### config.mk
export PLATFORM = sky130hd
export DESIGN_NAME = axi_hazard_gate
export DESIGN_NICKNAME = d
export VERILOG_FILES = /design/src/rtl/hz_pkg.sv /design/src/rtl/hz_table.sv /design/src/rtl/hz_scan.sv /design/src/rtl/axi_hazard_gate.sv
export SDC_FILE = /design/constraint.sdc
export NUM_CORES = 2
export LEC_CHECK = 0
export BUFFER_PORTS_ARGS = -buffer_cell sky130_fd_sc_hd__buf_2
export CORE_ASPECT_RATIO = 0.75
export CORE_MARGIN = 2
export CORE_UTILIZATION = 60
export CTS_BUF_LIST = sky130_fd_sc_hd__clkbuf_2
export DETAILED_ROUTE_END_ITERATION = 8
export PLACE_DENSITY = 0.82
export REMOVE_ABC_BUFFERS = 1
export SKIP_CTS_REPAIR_TIMING = 1
export SLEW_MARGIN = 10
export SYNTH_ARGS = -nofsm -noshare
export SYNTH_HDL_FRONTEND = slang
export SYNTH_SLANG_ARGS = --single-unit
### constraint.sdc
create_clock -name clk -period 9.4 [get_ports clk]
set_input_delay 0.47 -clock clk [delete_from_list [all_inputs] [get_ports clk]]
set_output_delay 0.47 -clock clk [all_outputs]
set_load 0.02 [all_outputs]
### src/rtl/hz_pkg.sv
package hz_pkg;

  localparam int LEN_W  = 8;
  localparam int SIZE_W = 3;
  localparam int SPAN_W = 17;

  typedef logic [LEN_W-1:0]  hz_len_t;
  typedef logic [SIZE_W-1:0] hz_size_t;

  // number of bytes a burst touches: (len+1) << size
  function automatic logic [SPAN_W-1:0] hz_span_bytes(hz_len_t len, hz_size_t size);
    return (SPAN_W'(len) + SPAN_W'(1)) << size;
  endfunction

  // inclusive ranges [alo,ahi] and [blo,bhi] share at least one byte
  function automatic logic hz_overlap(logic [63:0] alo, logic [63:0] ahi,
                                      logic [63:0] blo, logic [63:0] bhi);
    return (alo <= bhi) && (blo <= ahi);
  endfunction

endpackage

### src/rtl/hz_table.sv
module hz_table #(
  parameter int DEPTH  = 4,
  parameter int ADDR_W = 32,
  parameter int ID_W   = 4
) (
  input  logic                         clk,
  input  logic                         rst_n,
  input  logic                         alloc_en,
  input  logic [ID_W-1:0]              alloc_id,
  input  logic [ADDR_W-1:0]            alloc_lo,
  input  logic [ADDR_W-1:0]            alloc_hi,
  input  logic                         free_en,
  input  logic [ID_W-1:0]              free_id,
  output logic                         full,
  output logic                         free_hit,
  output logic [DEPTH-1:0]             ent_vld,
  output logic [DEPTH-1:0][ID_W-1:0]   ent_id,
  output logic [DEPTH-1:0][ADDR_W-1:0] ent_lo,
  output logic [DEPTH-1:0][ADDR_W-1:0] ent_hi
);

  localparam int IDX_W = (DEPTH > 1) ? $clog2(DEPTH) : 1;

  logic [DEPTH-1:0]             vld_q;
  logic [DEPTH-1:0][ID_W-1:0]   id_q;
  logic [DEPTH-1:0][ADDR_W-1:0] lo_q, hi_q;
  // older_q[i][j] set: entry i was allocated before entry j
  logic [DEPTH-1:0][DEPTH-1:0]  older_q;

  logic [DEPTH-1:0] match_v;
  logic [DEPTH-1:0] retire_v;
  logic [IDX_W-1:0] slot;

  // entries holding the responding ID
  for (genvar i = 0; i < DEPTH; i++) begin : g_match
    assign match_v[i] = free_en && vld_q[i] && (id_q[i] == free_id);
  end

  // pick the oldest of the matching entries
  always_comb begin
    for (int i = 0; i < DEPTH; i++) begin
      retire_v[i] = match_v[i];
      for (int j = 0; j < DEPTH; j++) begin
        if (j != i && match_v[j] && older_q[j][i]) retire_v[i] = 1'b0;
      end
    end
  end

  // lowest free slot for a new entry
  always_comb begin
    slot = '0;
    for (int i = DEPTH-1; i >= 0; i--) begin
      if (!vld_q[i]) slot = IDX_W'(i);
    end
  end

  assign full     = &vld_q;
  assign free_hit = |retire_v;

  always_ff @(posedge clk) begin
    if (!rst_n) begin
      vld_q   <= '0;
      id_q    <= '0;
      lo_q    <= '0;
      hi_q    <= '0;
      older_q <= '0;
    end else begin
      vld_q <= vld_q & ~retire_v;
      if (alloc_en && !full) begin
        vld_q[slot] <= 1'b1;
        id_q[slot]  <= alloc_id;
        lo_q[slot]  <= alloc_lo;
        hi_q[slot]  <= alloc_hi;
        for (int j = 0; j < DEPTH; j++) begin
          older_q[j][slot] <= vld_q[j];
          older_q[slot][j] <= 1'b0;
        end
      end
    end
  end

  assign ent_vld = vld_q;
  assign ent_id  = id_q;
  assign ent_lo  = lo_q;
  assign ent_hi  = hi_q;

  AST_NO_ALLOC_WHEN_FULL: assert property (@(posedge clk) disable iff (!rst_n)
    alloc_en |-> !full);
  AST_ONE_RETIRE: assert property (@(posedge clk) disable iff (!rst_n)
    $onehot0(retire_v));
  AST_RETIRE_SHRINKS: assert property (@(posedge clk) disable iff (!rst_n)
    (free_hit && !alloc_en) |=> $countones(vld_q) == $past($countones(vld_q)) - 1);
  AST_ALLOC_GROWS: assert property (@(posedge clk) disable iff (!rst_n)
    (alloc_en && !free_hit) |=> $countones(vld_q) == $past($countones(vld_q)) + 1);

endmodule

### src/rtl/hz_scan.sv
module hz_scan import hz_pkg::*; #(
  parameter int DEPTH    = 4,
  parameter int ADDR_W   = 32,
  parameter int ID_W     = 4,
  parameter bit CHECK_ID = 1'b0
) (
  input  logic [DEPTH-1:0]             ent_vld,
  input  logic [DEPTH-1:0][ID_W-1:0]   ent_id,
  input  logic [DEPTH-1:0][ADDR_W-1:0] ent_lo,
  input  logic [DEPTH-1:0][ADDR_W-1:0] ent_hi,
  input  logic [ADDR_W-1:0]            q_lo,
  input  logic [ADDR_W-1:0]            q_hi,
  input  logic [ID_W-1:0]              q_id,
  output logic                         hit
);

  logic [DEPTH-1:0] hit_v;

  for (genvar i = 0; i < DEPTH; i++) begin : g_ent
    logic ovl;
    assign ovl = ent_vld[i] && hz_overlap(64'(ent_lo[i]), 64'(ent_hi[i]), 64'(q_lo), 64'(q_hi));
    if (CHECK_ID) begin : g_idf
      assign hit_v[i] = ovl && (ent_id[i] != q_id);
    end else begin : g_any
      assign hit_v[i] = ovl;
    end
  end

  assign hit = |hit_v;

endmodule

### src/rtl/axi_hazard_gate.sv
module axi_hazard_gate import hz_pkg::*; #(
  parameter int ADDR_W   = 32,
  parameter int ID_W     = 4,
  parameter int RD_DEPTH = 4,
  parameter int WR_DEPTH = 4
) (
  input  logic              clk,
  input  logic              rst_n,
  input  logic              rd_req_valid,
  output logic              rd_req_ready,
  input  logic [ADDR_W-1:0] rd_req_addr,
  input  logic [7:0]        rd_req_len,
  input  logic [2:0]        rd_req_size,
  input  logic [ID_W-1:0]   rd_req_id,
  input  logic              wr_req_valid,
  output logic              wr_req_ready,
  input  logic [ADDR_W-1:0] wr_req_addr,
  input  logic [7:0]        wr_req_len,
  input  logic [2:0]        wr_req_size,
  input  logic [ID_W-1:0]   wr_req_id,
  output logic              ar_valid,
  input  logic              ar_ready,
  output logic [ADDR_W-1:0] ar_addr,
  output logic [7:0]        ar_len,
  output logic [2:0]        ar_size,
  output logic [ID_W-1:0]   ar_id,
  output logic              aw_valid,
  input  logic              aw_ready,
  output logic [ADDR_W-1:0] aw_addr,
  output logic [7:0]        aw_len,
  output logic [2:0]        aw_size,
  output logic [ID_W-1:0]   aw_id,
  input  logic              r_valid,
  input  logic              r_ready,
  input  logic              r_last,
  input  logic [ID_W-1:0]   r_id,
  input  logic              b_valid,
  input  logic              b_ready,
  input  logic [ID_W-1:0]   b_id,
  output logic              rd_hazard_stall,
  output logic              wr_hazard_stall
);

  // request byte ranges (inclusive end)
  logic [ADDR_W-1:0] rq_lo, rq_hi, wq_lo, wq_hi;
  assign rq_lo = rd_req_addr;
  assign rq_hi = rd_req_addr + ADDR_W'(hz_span_bytes(rd_req_len, rd_req_size)) - ADDR_W'(1);
  assign wq_lo = wr_req_addr;
  assign wq_hi = wr_req_addr + ADDR_W'(hz_span_bytes(wr_req_len, wr_req_size)) - ADDR_W'(1);

  // named channel events
  logic rd_fire, wr_fire, rd_done, wr_done;
  assign rd_fire = ar_valid && ar_ready;
  assign wr_fire = aw_valid && aw_ready;
  assign rd_done = r_valid && r_ready && r_last;
  assign wr_done = b_valid && b_ready;

  // scoreboards
  logic                           rt_full, rt_free_hit, wt_full, wt_free_hit;
  logic [RD_DEPTH-1:0]            rt_vld;
  logic [RD_DEPTH-1:0][ID_W-1:0]  rt_id;
  logic [RD_DEPTH-1:0][ADDR_W-1:0] rt_lo, rt_hi;
  logic [WR_DEPTH-1:0]            wt_vld;
  logic [WR_DEPTH-1:0][ID_W-1:0]  wt_id;
  logic [WR_DEPTH-1:0][ADDR_W-1:0] wt_lo, wt_hi;

  hz_table #(.DEPTH(RD_DEPTH), .ADDR_W(ADDR_W), .ID_W(ID_W)) rd_tab_i (
    .clk(clk), .rst_n(rst_n),
    .alloc_en(rd_fire), .alloc_id(rd_req_id), .alloc_lo(rq_lo), .alloc_hi(rq_hi),
    .free_en(rd_done), .free_id(r_id),
    .full(rt_full), .free_hit(rt_free_hit),
    .ent_vld(rt_vld), .ent_id(rt_id), .ent_lo(rt_lo), .ent_hi(rt_hi)
  );

  hz_table #(.DEPTH(WR_DEPTH), .ADDR_W(ADDR_W), .ID_W(ID_W)) wr_tab_i (
    .clk(clk), .rst_n(rst_n),
    .alloc_en(wr_fire), .alloc_id(wr_req_id), .alloc_lo(wq_lo), .alloc_hi(wq_hi),
    .free_en(wr_done), .free_id(b_id),
    .full(wt_full), .free_hit(wt_free_hit),
    .ent_vld(wt_vld), .ent_id(wt_id), .ent_lo(wt_lo), .ent_hi(wt_hi)
  );

  // hazard scans
  logic raw_hit, war_hit, waw_hit, same_cyc_hit;

  hz_scan #(.DEPTH(WR_DEPTH), .ADDR_W(ADDR_W), .ID_W(ID_W), .CHECK_ID(1'b0)) raw_scan_i (
    .ent_vld(wt_vld), .ent_id(wt_id), .ent_lo(wt_lo), .ent_hi(wt_hi),
    .q_lo(rq_lo), .q_hi(rq_hi), .q_id(rd_req_id), .hit(raw_hit)
  );

  hz_scan #(.DEPTH(RD_DEPTH), .ADDR_W(ADDR_W), .ID_W(ID_W), .CHECK_ID(1'b0)) war_scan_i (
    .ent_vld(rt_vld), .ent_id(rt_id), .ent_lo(rt_lo), .ent_hi(rt_hi),
    .q_lo(wq_lo), .q_hi(wq_hi), .q_id(wr_req_id), .hit(war_hit)
  );

  hz_scan #(.DEPTH(WR_DEPTH), .ADDR_W(ADDR_W), .ID_W(ID_W), .CHECK_ID(1'b1)) waw_scan_i (
    .ent_vld(wt_vld), .ent_id(wt_id), .ent_lo(wt_lo), .ent_hi(wt_hi),
    .q_lo(wq_lo), .q_hi(wq_hi), .q_id(wr_req_id), .hit(waw_hit)
  );

  // a read accepted this cycle is older than a write presented alongside it
  assign same_cyc_hit = rd_fire && hz_overlap(64'(rq_lo), 64'(rq_hi), 64'(wq_lo), 64'(wq_hi));

  logic rd_block, wr_block, rd_go, wr_go;
  assign rd_block = raw_hit;
  assign wr_block = war_hit || waw_hit || same_cyc_hit;
  assign rd_go    = !rt_full && !rd_block;
  assign wr_go    = !wt_full && !wr_block;

  assign ar_valid     = rd_req_valid && rd_go;
  assign rd_req_ready = ar_ready && rd_go;
  assign ar_addr      = rd_req_addr;
  assign ar_len       = rd_req_len;
  assign ar_size      = rd_req_size;
  assign ar_id        = rd_req_id;

  assign aw_valid     = wr_req_valid && wr_go;
  assign wr_req_ready = aw_ready && wr_go;
  assign aw_addr      = wr_req_addr;
  assign aw_len       = wr_req_len;
  assign aw_size      = wr_req_size;
  assign aw_id        = wr_req_id;

  assign rd_hazard_stall = rd_req_valid && rd_block && !rt_full;
  assign wr_hazard_stall = wr_req_valid && wr_block && !wt_full;

  AST_AR_NEEDS_REQ: assert property (@(posedge clk) disable iff (!rst_n)
    ar_valid |-> rd_req_valid);
  AST_AW_NEEDS_REQ: assert property (@(posedge clk) disable iff (!rst_n)
    aw_valid |-> wr_req_valid);
  AST_RD_STALL_HOLDS: assert property (@(posedge clk) disable iff (!rst_n)
    rd_hazard_stall |-> !ar_valid);
  AST_WR_STALL_HOLDS: assert property (@(posedge clk) disable iff (!rst_n)
    wr_hazard_stall |-> !aw_valid);
  AST_RAW_NO_EARLY: assert property (@(posedge clk) disable iff (!rst_n)
    (wr_done && wt_free_hit && rd_req_valid && raw_hit) |-> !ar_valid);
  AST_WAR_NO_EARLY: assert property (@(posedge clk) disable iff (!rst_n)
    (rd_done && rt_free_hit && wr_req_valid && war_hit) |-> !aw_valid);
  AST_SAME_CYC_ORDER: assert property (@(posedge clk) disable iff (!rst_n)
    (rd_fire && wr_req_valid &&
     hz_overlap(64'(rq_lo), 64'(rq_hi), 64'(wq_lo), 64'(wq_hi))) |-> !aw_valid);
  AST_RD_NOT_BY_AW: assert property (@(posedge clk) disable iff (!rst_n)
    (rd_req_valid && !rt_full && !raw_hit) |-> ar_valid);

endmodule

Word level (Yosys, flattened, before mapping)
Index checks and enable logic that the tools add are counted.

Register bits after elaboration: 584. Output and inout port bits: 100.

Add/subtract/negate cells: 6. Magnitude comparators: 30. Equality and inequality tests: 12. Shift operators: 2. Muxes and demuxes: 76. Bitwise logic cells: 22. Reduce and logical (&&, ||, !) cells: 100.

Operators by type and width (count): 32-bit <= comparator (26); 128-bit bitwise mux (4); 16-bit bitwise AND (8); 32-bit demux with 2-bit select (2); 16-bit NOT (8); 1-bit logical AND (89); 4-bit demux with 2-bit select (10); 32-bit by 17-bit adder with 32-bit output (2); 32-bit 2-to-1 mux (2); 32-bit by 1-bit subtractor with 32-bit output, second input constant (2); 9-bit by 3-bit << shifter with 17-bit output (2); 16-bit bitwise mux (2); 4-bit bitwise mux (8); 4-bit equality test (8); 1-bit 2-to-1 mux (28); 4-bit 2-to-1 mux (6); 2-bit 2-to-1 mux (10); 8-bit by 1-bit adder with 9-bit output, second input constant (2); 4-bit != test (4); 4-bit OR reduction (3); 4-bit bitwise AND (2); 4-bit NOT (2); 4-bit bitwise OR (2); 4-bit AND reduction (2); other kinds (6) (14).

Longest topological paths before layout
Word-level depth: 20. Depth in mapped cells: 39. Mapped depth without buffers: 35.

Cells and area by module
A second synthesis with hierarchy kept.

Cells, all modules: 6122. Area total of the unflattened synthesis: 47729.5 um^2.

By module, submodules not included: hz_scan (raw_scan_i ...) (instances 2, cells an instance 804, area each 6163.4 um^2, seq. area each 0.0 um^2); hz_table (rd_tab_i) (instances 1, cells an instance 1301, area each 10903.0 um^2, seq. area each 5765.5 um^2); hz_table (wr_tab_i) (instances 1, cells an instance 1293, area each 10836.6 um^2, seq. area each 5765.5 um^2); axi_hazard_gate (instances 1, cells an instance 1082, area each 7415.9 um^2, seq. area each 0.0 um^2); hz_scan (waw_scan_i) (instances 1, cells an instance 838, area each 6247.2 um^2, seq. area each 0.0 um^2).

Least setup slack after synthesis
Ideal clock, no wire load.

Path type: in2out. Start: input rd_req_len[2]. End: output aw_valid. Data arrival time: 7.153 ns. Setup slack: 1.777 ns. Stages on the path: 35. Cells stage by stage: clkbuf_1 > and3_1 > clkbuf_1 > and3_1 > nand2_1 > a32o_1 > nor2_1 > a21oi_1 > o21ai_0 > ha_1 > inv_1 > ha_1 > a211oi_1 > o21a_1 > o21ai_1 > or4_4 > a2111oi_0 > nor3_1 > a21o_1 > a21oi_1 > o21bai_1 > a21oi_1 > xnor2_1 > inv_1 > ha_1 > and4_1 > and2_1 > o2111ai_1 > or4_1 > o311ai_1 > nor3b_1 > nand4_1 > buf_2 > and2_1 > nor2b_1.

Cells in the longest elaborated chain, start to end: 17.

Ends and longest elaborated chain: start, declared (RTL line axi_hazard_gate.sv:12) `input logic [7:0] rd_req_len,`; 8-bit by 1-bit adder with 9-bit output * (RTL line hz_pkg.sv:12) `return (SPAN_W'(len) + SPAN_W'(1)) << size;`; 9-bit by 3-bit << shifter with 17-bit output * (RTL line hz_pkg.sv:12); 32-bit by 17-bit adder with 32-bit output * (RTL line axi_hazard_gate.sv:47) `assign rq_hi = rd_req_addr + ADDR_W'(hz_span_bytes(rd_req_len, rd_req_size)) - ADDR_W'(1);`; 32-bit by 1-bit subtractor with 32-bit output * (RTL line axi_hazard_gate.sv:47); 32-bit <= comparator (RTL line hz_pkg.sv:18) `return (alo <= bhi) && (blo <= ahi);`; 1-bit logical AND (RTL line hz_pkg.sv:18); 1-bit logical AND (RTL line hz_scan.sv:21) `assign ovl = ent_vld[i] && hz_overlap(64'(ent_lo[i]), 64'(ent_hi[i]), 64'(q_lo), 64'(q_hi));`; 4-bit OR reduction (RTL line hz_scan.sv:29) `assign hit = |hit_v;`; 1-bit zero test (RTL line axi_hazard_gate.sv:107) `assign rd_go = !rt_full && !rd_block;`; 1-bit logical AND (RTL line axi_hazard_gate.sv:107); 1-bit logical AND (RTL line axi_hazard_gate.sv:110) `assign ar_valid = rd_req_valid && rd_go;`; 1-bit logical AND (RTL line axi_hazard_gate.sv:53) `assign rd_fire = ar_valid && ar_ready;`; 1-bit logical AND * (RTL line axi_hazard_gate.sv:102) `assign same_cyc_hit = rd_fire && hz_overlap(64'(rq_lo), 64'(rq_hi), 64'(wq_lo), 64'(wq_hi));`; 1-bit logical OR * (RTL line axi_hazard_gate.sv:106) `assign wr_block = war_hit || waw_hit || same_cyc_hit;`; 1-bit zero test * (RTL line axi_hazard_gate.sv:108) `assign wr_go = !wt_full && !wr_block;`; 1-bit logical AND * (RTL line axi_hazard_gate.sv:108); 1-bit logical AND * (RTL line axi_hazard_gate.sv:117) `assign aw_valid = wr_req_valid && wr_go;`; end, declared (RTL line axi_hazard_gate.sv:27) `output logic aw_valid,`.

Mark *: on every way between the ends. The rest lies on a longest branch, timed or not.

Worst setup path in the final report
Start: input wr_req_len[0]. End: output wr_req_ready.

Cells in the longest elaborated chain, start to end: 14.

Ends and longest elaborated chain: start, declared (RTL line axi_hazard_gate.sv:18) `input logic [7:0] wr_req_len,`; 8-bit by 1-bit adder with 9-bit output * (RTL line hz_pkg.sv:12); 9-bit by 3-bit << shifter with 17-bit output * (RTL line hz_pkg.sv:12); 32-bit by 17-bit adder with 32-bit output * (RTL line axi_hazard_gate.sv:49) `assign wq_hi = wr_req_addr + ADDR_W'(hz_span_bytes(wr_req_len, wr_req_size)) - ADDR_W'(1);`; 32-bit by 1-bit subtractor with 32-bit output * (RTL line axi_hazard_gate.sv:49); 32-bit <= comparator (RTL line hz_pkg.sv:18); 1-bit logical AND (RTL line hz_pkg.sv:18); 1-bit logical AND (RTL line hz_scan.sv:21); 1-bit logical AND (RTL line hz_scan.sv:23) `assign hit_v[i] = ovl && (ent_id[i] != q_id);`; 4-bit OR reduction (RTL line hz_scan.sv:29); 1-bit logical OR (RTL line axi_hazard_gate.sv:106); 1-bit logical OR * (RTL line axi_hazard_gate.sv:106); 1-bit zero test * (RTL line axi_hazard_gate.sv:108); 1-bit logical AND * (RTL line axi_hazard_gate.sv:108); 1-bit logical AND * (RTL line axi_hazard_gate.sv:118) `assign wr_req_ready = aw_ready && wr_go;`; end, declared (RTL line axi_hazard_gate.sv:16) `output logic wr_req_ready,`.

Marked as above.

==> results.py <==
metrics = {
    "status": {
        "outcome": "finished, final reports clean",
    },
    "routing": {
        "via_count": 43139,
        "drtPass1Iterations": 6,
        "drtAntennaViolNets": 0,
        "initialDrtViolationCount": 4957,
        "drc_errors": 0,
        "wl_per_cell_microns": 23.3,
        "routedLengthMet1_microns": 66100,
        "met2_length_microns": 64600,
        "via_per_inst": 6.28,
        "dr_wl_met3_microns": 20400,
        "highest_layer": "met5",
        "totalWireLength_microns": 160000,
    },
    "setup_path": {
        "arrival_ns": 8.58,
        "start_kind": "input pin",
        "cp.required_ns": 8.93,
        "rrSetupSlack_ns": 3.65,
        "crit_type": "in2out",
        "crit_path_max_fanout": 9,
        "crit_path_end_kind": "output port",
        "critPathMaxStageDelay_ns": 0.62,
        "cp_slowest_cell": "or4_1",
    },
    "placed_design": {
        "place.gp.congestion": 1.03,
        "place_hpwl_microns": 118000,
        "port_buffers": 212,
        "placed_area_sq_um": 48700,
        "dp.cells": 6478,
    },
    "synthesis": {
        "syn-cell-area_sq_um": 46700,
        "syn_inst": 5384,
        "synthXorXnorAreaFrac_pct": 2.66,
        "synth-edff-count": 0,
        "synth_top_family_by_area": "adder cells",
        "yosysMostFrequentCell": "ha_1",
        "syn_area_per_cell_sq_um": 8.67,
        "synthAdderAreaFrac_pct": 24.3,
        "synth-simple-area-share_pct": 15.4,
        "async_flop_share_pct": 0,
        "synth_top_area_cell": "dfxtp_1",
        "synth-seq-area-share_pct": 24.7,
        "synthDistinctLibCells": 96,
        "ys.flop_type": "dfxtp_1",
        "synth_common_cells": "897 x ha_1, 576 x dfxtp_1, 542 x mux2i_1, 473 x nand2_1, 460 x inv_1",
        "synth.ff_latch_count": 576,
        "synth_area_leaders": "dfxtp_1 25%, ha_1 24%, mux2i_1 12%, nand2_1 3.8%, inv_1 3.7%",
        "synth_compound_area_share_pct": 14.1,
        "yosysTopAreaCellShare_pct": 24.7,
        "yosys_warnings": 0,
        "yosys-mux-area-fraction_pct": 11.7,
    },
    "timing": {
        "fmax_mhz": 110,
        "min_period_over_period_pct": 96.3,
        "hold_viol_final": 0,
        "max_slew_margin_pct": 12.0,
        "setup_viol": 0,
        "rsz0062_at_grt": "false",
        "skew_ns": 0.151,
        "final_max_slew_viol_count": 0,
        "period_minus_slack_ns": 9.05,
        "worstMarginPinSlew_ns": 1.31,
    },
    "clock_network": {
        "cts_buffers": 149,
        "insertion_delay_ns": 1.48,
        "cts_buffer_depth": 3,
        "tritoncts": "done",
        "htreeDepth": 4,
        "clk_pin_slew_ns": 0.10,
        "root_buffer": "clkbuf_2",
        "cts_sinks": 576,
    },
    "global_routing": {
        "grt_pass1_wl_microns": 235000,
        "grt_use_total_pct": 38.1,
        "grt_max_degree": 162,
        "grt_pass1_vias": 40072,
        "overflow": 0,
        "antenna_found_initial": 5,
    },
    "floorplan": {
        "fp.dieH_microns": 246,
        "dieArea_sq_um": 80100,
        "io_pins": 213,
        "num_rows": 88,
        "initial_core_util_pct": 60.7,
        "die_width_microns": 326,
        "coreArea_sq_um": 77000,
    },
    "power": {
        "p_per_area_nw_per_um2": 145,
        "p_leak_uw": 0.0243,
        "max-vdd-ir-drop_uv": 115,
    },
    "final_layout": {
        "finalInstanceArea_sq_um": 51300,
        "stdcell_count": 6865,
        "final_util_pct": 66.6,
        "area_delta_synth_final_pct": 9.82,
        "drive_gt1_share_pct": 11.1,
        "nets": 6728,
    },
    "worst_hold_path": {
        "hold_class": "in2reg",
    },
    "run": {
        "cap_violations": 0,
    },
}
-- stage by stage --
| stage | total power (uW) | hold slack, ns | worst slack [ns] | TNS (ns) |
|---|---|---|---|---|
| 4_1_cts | 7290 | -0.751 | 0.372 | 0 |
| 6_report | 7440 | 0.0140 | 0.345 | 0 |
| 3_5_place_dp | 5480 | 0.448 | 0.354 | 0 |
| 5_1_grt | 7810 | 0.0441 | 0.0199 | 0 |
| 3_3_place_gp | 5400 | 0.442 | 0.616 | 0 |
| 2_1_floorplan | 4350 | 0.432 | -2.99 | -513.54 |
-- worst max-delay path, delay by kind of cell --
kind | cells | cell delay [ns]
AND/OR/NAND/NOR | 8 | 1.85
multiplexers | 2 | 0.41
buffers and inverters | 4 | 0.51
AO/OA/AOI/OAI | 14 | 3.61
adder cells (fa/ha/maj) | 4 | 1.28
XOR/XNOR | 1 | 0.44
-- per-layer routing --
layer / track usage (%) / vias up
met5: 0 / -
met4: 20.8 / 6
met3: 9.98 / 500
met2: 54.7 / 2520
met1: 51.9 / 20237
li1: - / 19876
-- kinds of logic (layout without fill, tap and decap cells) --
kind of cell	Yosys count	after routing
AND/OR/NAND/NOR	1504	1504
multiplexers	547	547
buffers and inverters	731	1175
XOR/XNOR	127	127
flip-flops	576	576
adder cells (fa/ha/maj)	907	907
other	0	2
AO/OA/AOI/OAI	992	992
-- state kept, by name (all words and copies together), names as in the netlist --
signal,flops
rd_tab_i.ent_lo,128
rd_tab_i.ent_hi,128
wr_tab_i.ent_vld,4
wr_tab_i.ent_hi,128
rd_tab_i.ent_vld,4
wr_tab_i.older_q,12
rd_tab_i.ent_id,16
wr_tab_i.ent_id,16
wr_tab_i.ent_lo,128
rd_tab_i.older_q,12
-- layout by cell type, fill, tap and decap left out, types with 14 or more instances in the layout --
cell,n
a31oi_1,26
a2111oi_0,14
a21oi_1,249
nor4_1,23
a21o_1,226
dlygate4sd3_1,120
nor2b_1,78
dfxtp_1,576
buf_12,21
ha_1,897
a22oi_1,15
o21ai_0,157
clkinv_1,27
inv_1,460
nor3_1,51
xnor2_1,51
nor2_1,421
o21a_1,85
and4_1,16
clkbuf_2,214
nand4_1,168
nand2b_1,43
a211oi_1,47
and3_1,39
o211ai_1,28
buf_2,211
mux2i_1,542
xor2_1,56
or2_2,34
buf_4,96
nand2_1,473
nand3_1,81
and2_1,21
-- final timing paths --
path	from	end	cells past startpoint
setup / recovery	wr_req_len[0]	wr_req_ready	33
hold / removal	r_last	rd_tab_i.ent_vld[2]$_SDFF_PN0_	8
setup reg to reg	wr_tab_i.ent_hi[77]$_SDFFE_PN0P_	rd_tab_i.ent_id[11]$_SDFFE_PN0P_	17
hold reg to reg	wr_tab_i.ent_hi[94]$_SDFFE_PN0P_	wr_tab_i.ent_hi[94]$_SDFFE_PN0P_	2
-- power breakdown --
group / switching [uW] / internal (uW) / leakage [uW]
logic: 1940 / 1100 / 0.0186
clock network: 1160 / 669 / 0.00103
registers: 61.1 / 2510 / 0.00466
total: 3160 / 4280 / 0.0243
-- area by class of cell --
| type | instances | area, sq um |
|---|---|---|
| multi-input combinational | 4077 | 32000 |
| fill | 6255 | 25700 |
| clock buffer | 214 | 1070 |
| antenna | 2 | 5.00 |
| tap | 1035 | 1290 |
| sequential | 576 | 11500 |
| timing repair buffer | 449 | 3410 |
| clock inverter | 49 | 259 |
| inverter | 463 | 1750 |
Note: power is estimated with default switching activity, not from simulation.
